## config.mk

```make
export PLATFORM = sky130hd
export DESIGN_NAME = bw_prio_alloc
export DESIGN_NICKNAME = d
export VERILOG_FILES = /design/src/rtl/bw_prio_pkg.sv /design/src/rtl/bw_prio_pick.sv /design/src/rtl/bw_prio_ledger.sv /design/src/rtl/bw_prio_round.sv /design/src/rtl/bw_prio_alloc.sv
export SDC_FILE = /design/constraint.sdc
export NUM_CORES = 2
export LEC_CHECK = 0
export BUFFER_PORTS_ARGS = -buffer_cell sky130_fd_sc_hd__buf_2
export CAP_MARGIN = 10
export CORE_MARGIN = 4
export CORE_UTILIZATION = 70
export CTS_CLUSTER_SIZE = 12
export DETAILED_ROUTE_END_ITERATION = 12
export PLACE_DENSITY = 0.86
export SYNTH_ARGS = -nofsm -noshare
export SYNTH_HDL_FRONTEND = slang
export SYNTH_SLANG_ARGS = --single-unit
```

## constraint.sdc

```tcl
create_clock -name clk -period 90.4 [get_ports clk]
set_input_delay 9.04 -clock clk [delete_from_list [all_inputs] [get_ports clk]]
set_output_delay 9.04 -clock clk [all_outputs]
set_load 0.01 [all_outputs]
```

## src/rtl/bw_prio_pkg.sv

```systemverilog
package bw_prio_pkg;

   typedef enum logic {
      ROUND_OPEN   = 1'b0,
      ROUND_HALTED = 1'b1
   } round_e;

   function automatic int unsigned idx_bits(input int unsigned n);
      return (n > 1) ? $clog2(n) : 1;
   endfunction

endpackage

```

## src/rtl/bw_prio_pick.sv

```systemverilog
module bw_prio_pick #(
   parameter int unsigned N_CORES = 4,
   parameter int unsigned W_PAT   = 8,
   parameter int unsigned W_DP    = 4,
   parameter int unsigned W_TEMP  = 8,
   localparam int unsigned IDX_W  = bw_prio_pkg::idx_bits(N_CORES),
   localparam int unsigned PROD_W = W_PAT + W_DP + W_TEMP
) (
   input  logic [N_CORES-1:0]             cand,
   input  logic [N_CORES-1:0][W_PAT-1:0]  rem_pat,
   input  logic [N_CORES-1:0][W_DP-1:0]   dp_wt,
   input  logic [N_CORES-1:0][W_TEMP-1:0] core_temp,
   output logic                           best_valid,
   output logic [IDX_W-1:0]               best_idx
);

   logic [PROD_W-1:0] lhs;
   logic [PROD_W-1:0] rhs;

   always_comb begin
      best_valid = 1'b0;
      best_idx   = '0;
      lhs        = '0;
      rhs        = '0;
      for (int i = 0; i < N_CORES; i++) begin
         if (cand[i]) begin
            lhs = PROD_W'(rem_pat[i]) * PROD_W'(dp_wt[i]) * PROD_W'(core_temp[best_idx]);
            rhs = PROD_W'(rem_pat[best_idx]) * PROD_W'(dp_wt[best_idx]) * PROD_W'(core_temp[i]);
            if (!best_valid || (lhs > rhs)) begin
               best_valid = 1'b1;
               best_idx   = IDX_W'(i);
            end
         end
      end
   end

endmodule

```

## src/rtl/bw_prio_ledger.sv

```systemverilog
module bw_prio_ledger #(
   parameter int unsigned N_CORES = 4,
   parameter int unsigned W_BW    = 6,
   localparam int unsigned SUM_W  = W_BW + bw_prio_pkg::idx_bits(N_CORES) + 1
) (
   input  logic                         clk,
   input  logic                         rst_n,
   input  logic [N_CORES-1:0]           grant_vec,
   input  logic [N_CORES-1:0]           release_pulse,
   input  logic [N_CORES-1:0][W_BW-1:0] req_width,
   input  logic [W_BW-1:0]              bw_limit,
   output logic [N_CORES-1:0]           held,
   output logic [W_BW-1:0]              avail,
   output logic [W_BW-1:0]              bw_left
);

   logic [N_CORES-1:0][W_BW-1:0] held_w;
   logic [SUM_W-1:0]             sum_all;
   logic [SUM_W-1:0]             sum_keep;

   for (genvar g = 0; g < N_CORES; g++) begin : g_slot
      always_ff @(posedge clk) begin
         if (!rst_n) begin
            held[g]   <= 1'b0;
            held_w[g] <= '0;
         end else if (grant_vec[g]) begin
            held[g]   <= 1'b1;
            held_w[g] <= req_width[g];
         end else if (release_pulse[g]) begin
            held[g]   <= 1'b0;
            held_w[g] <= '0;
         end
      end
   end

   always_comb begin
      sum_all  = '0;
      sum_keep = '0;
      for (int i = 0; i < N_CORES; i++) begin
         if (held[i])                     sum_all  = sum_all  + SUM_W'(held_w[i]);
         if (held[i] && !release_pulse[i]) sum_keep = sum_keep + SUM_W'(held_w[i]);
      end
      bw_left = (SUM_W'(bw_limit) >= sum_all)  ? W_BW'(SUM_W'(bw_limit) - sum_all)  : '0;
      avail   = (SUM_W'(bw_limit) >= sum_keep) ? W_BW'(SUM_W'(bw_limit) - sum_keep) : '0;
   end

endmodule

```

## src/rtl/bw_prio_round.sv

```systemverilog
module bw_prio_round #(
   parameter int unsigned N_CORES = 4
) (
   input  logic               clk,
   input  logic               rst_n,
   input  logic [N_CORES-1:0] req_ready,
   input  logic [N_CORES-1:0] release_pulse,
   input  logic               head_valid,
   input  logic               head_fits,
   output logic               round_open
);
   import bw_prio_pkg::*;

   round_e             state;
   logic [N_CORES-1:0] ready_q;
   logic               reopen;

   assign reopen     = (|release_pulse) || (|(req_ready & ~ready_q));
   assign round_open = (state == ROUND_OPEN) || reopen;

   always_ff @(posedge clk) begin
      if (!rst_n) begin
         state   <= ROUND_OPEN;
         ready_q <= '0;
      end else begin
         ready_q <= req_ready;
         if (round_open)
            state <= (head_valid && !head_fits) ? ROUND_HALTED : ROUND_OPEN;
      end
   end

endmodule

```

## src/rtl/bw_prio_alloc.sv

```systemverilog
module bw_prio_alloc #(
   parameter int unsigned N_CORES = 4,
   parameter int unsigned W_BW    = 6,
   parameter int unsigned W_PAT   = 8,
   parameter int unsigned W_DP    = 4,
   parameter int unsigned W_TEMP  = 8
) (
   input  logic                           clk,
   input  logic                           rst_n,
   input  logic [N_CORES-1:0]             req_ready,
   input  logic [N_CORES-1:0][W_BW-1:0]   req_width,
   input  logic [N_CORES-1:0][W_PAT-1:0]  rem_pat,
   input  logic [N_CORES-1:0][W_DP-1:0]   dp_wt,
   input  logic [N_CORES-1:0][W_TEMP-1:0] core_temp,
   input  logic [N_CORES-1:0]             release_pulse,
   input  logic [W_BW-1:0]                bw_limit,
   output logic [N_CORES-1:0]             grant_pulse,
   output logic [W_BW-1:0]                bw_left
);
   localparam int unsigned IDX_W = bw_prio_pkg::idx_bits(N_CORES);

   initial begin
      assert (N_CORES >= 2 && W_BW >= 1 && W_PAT >= 1 && W_DP >= 1 && W_TEMP >= 1)
         else $error("bw_prio_alloc: illegal parameter set");
   end

   logic [N_CORES-1:0] held;
   logic [N_CORES-1:0] cand;
   logic [N_CORES-1:0] grant_vec;
   logic [W_BW-1:0]    avail;
   logic               best_valid;
   logic [IDX_W-1:0]   best_idx;
   logic               head_fits;
   logic               round_open;

   assign cand      = req_ready & ~held;
   assign head_fits = (avail != '0) && (req_width[best_idx] <= avail);
   assign grant_vec = (best_valid && head_fits && round_open) ? (N_CORES'(1) << best_idx) : '0;

   bw_prio_pick #(
      .N_CORES(N_CORES), .W_PAT(W_PAT), .W_DP(W_DP), .W_TEMP(W_TEMP)
   ) u_pick (
      .cand(cand), .rem_pat(rem_pat), .dp_wt(dp_wt), .core_temp(core_temp),
      .best_valid(best_valid), .best_idx(best_idx)
   );

   bw_prio_ledger #(.N_CORES(N_CORES), .W_BW(W_BW)) u_ledger (
      .clk(clk), .rst_n(rst_n), .grant_vec(grant_vec), .release_pulse(release_pulse),
      .req_width(req_width), .bw_limit(bw_limit), .held(held), .avail(avail),
      .bw_left(bw_left)
   );

   bw_prio_round #(.N_CORES(N_CORES)) u_round (
      .clk(clk), .rst_n(rst_n), .req_ready(req_ready), .release_pulse(release_pulse),
      .head_valid(best_valid), .head_fits(head_fits), .round_open(round_open)
   );

   always_ff @(posedge clk) begin
      if (!rst_n) grant_pulse <= '0;
      else        grant_pulse <= grant_vec;
   end

endmodule

```

==> results.toml <==
[cts]
clkTransAtPathRegs_ps = 60
cts_tree = "done"
cts_buffers = 5
root_buffer = "clkbuf_16"
clkLatencyLatePin_ps = 280
postCtsSetupBuffers = 0
post_cts_resized = 0
cts_max_level = 2
cts.path.max_buffers = 2
clkSinkCount = 37
hold_buffers = 0

[yosys]
synth-seq-cells = 37
synth.top_cells.by_area = "fa_1, ha_1, inv_1, and2_1, nand2_1"
yosysSeqAreaShare_pct = 2.48
synth_flop_cell = "dfxtp_1"
synth_edf_count = 0
synth.avg_cell_area_sq_um = 8.31
ys_types = 72
syn_inst = 3588
ys_async_sr_fraction_pct = 0
syn_nets = 4598
synth_top_area_share_pct = 29.5
syn_area_sq_um = 29800
yosysTopAreaCell = "fa_1"
yosysWarnings = 0

[setup_path]
cp-end-kind = "flip-flop"
rr_worst_depth = 86
start_kind = "primary input"
path_buf_inv = 16
critPathRequiredTime_ps = 90540
cpMaxStageDelayCell = "o41ai_1"
critPathKind = "in2reg"
cpLargestDelayFamily = "adder cells"
cpPeakStageDelay_ps = 610
critical_path_peak_fanout = 42
path_depth = 115
arrival_ps = 38770
worst_path_most_repeated_cell = "fa_1"

[sta]
slew_headroom_pct = 33.2
timing.final.crit_period_ps = 38630
fin_skew_ps = 7.21
setup_tns_ps = 0
hold_viol = 0
rsz0062_at_grt = "no"
min_period_over_period_pct = 42.7
tightest_slew_ps = 974
fmax_ghz = 0.0259
setup_viol = 0
slew_viol_final = 0

[drt]
vias_per_cell = 5.95
wl_microns = 70600
vias = 24900
drtAntennaViolNets = 0
avgRoutedWirePerCell_microns = 16.9
drc = 0
drt-initial-drc-count = 1733
firstDrtPassIters = 5

[hold_path]
hold_class = "reg2reg"
hold_depth = 2

[global_route]
grt_pass1_wl_microns = 123000
antenna_found_initial = 1
grt_start_max_net_pins = 43
track_usage_pct = 31.3
grt_pass1_vias = 25900
grt_overflow = 0

[cells_and_area]
syn_to_final_growth_pct = 3.83
fin_nets = 4649
diodes = 0
drive_gt1_share_pct = 6.62
final_area_sq_um = 31000
layout_commonest_cell = "inv_1"
utilization_pct = 73.7
most-common-layout-cells = "inv_1, ha_1, fa_1, nand2_1, and2_1"

[die]
start_util_pct = 70.9
row_count = 75
ios = 130
fp.dieW_microns = 214
dieArea_sq_um = 46000
die-height_microns = 214
coreArea_sq_um = 42000

[status]
status = "completed"

[run]
max_cap_violations = 0

[place]
dp_hpwl_microns = 60500
placed_area_sq_um = 30800
io_buffer_count = 129
place_congestion = 0.971
## cell families after synthesis
family                   share of synthesized area, %
AO/OA/AOI/OAI                                    10.3
XOR/XNOR                                         4.52
AND/OR/NAND/NOR                                  20.7
multiplexers                                     4.72
flip-flops                                       2.48
adder cells (fa/ha/maj)                          48.4
buffers and inverters                            8.89
## tightest hold or removal path, stage by stage (launching register included)
cell and delay [ps]:
dfxtp_1 310, nand3b_1 70, mux2i_1 50
## Yosys cell counts (all sizes together) (37+ instances only)
cell and n:
and2 318, nand2b 82, dfxtp 37, xnor2 102
xor2 52, ha 450, nand2 361, nor2 190
o21ai 101, clkbuf 76, mux2i 67, a21o 44
fa 440, nand3 47, inv 610, mux2 59
a21oi 139, nor2b 53
## routing by layer
| layer | GRT usage [%] | up-vias | share of wire, % |
|---|---|---|---|
| li1 | - | 11700 | - |
| met1 | 41.7 | 12200 | 42 |
| met2 | 55.2 | 855 | 49 |
| met3 | 3.09 | 136 | 6.6 |
| met4 | 7.95 | 2 | 2.6 |
| met5 | 0 | - | 0.017 |
## stage by stage
step           hold WS (ps)  cells  worst slack [ps]
3_3_place_gp            473   4171             52760
2_1_floorplan           462   3588             54680
3_5_place_dp            482   4171             51810
6_report                488   4179             51770
5_1_grt                 507   4179             49870
4_1_cts                 491   4179             51990
## sequential cells by signal, summed over array words and instances, names as in the netlist
register	cells
u_ledger.held_w	24
u_round.ready_q	4
u_round.state	1
grant_pulse	4
u_ledger.held	4
## worst paths after layout
path,from,endpoint,slack (ps)
hold reg to reg,u_ledger.held_w[4],u_ledger.held_w[4],490
hold / removal,u_ledger.held_w[4],u_ledger.held_w[4],490
setup reg to reg,u_ledger.held[0],u_ledger.held_w[19],67570
setup / recovery,rem_pat[8],u_ledger.held_w[19],51770
## layout make-up
cell class	instances	area (sq um)
clock buffers	6	129
clock inverters	2	15.0
fillers	3260	11100
inverters	610	2290
multi-input cells	2852	26400
flip-flops and latches	37	741
well taps	539	674
repair buffers	133	676
Power is left out: the tool's default activity adds up to more than one toggle a clock period on the data nets, which glitch-free logic cannot reach.
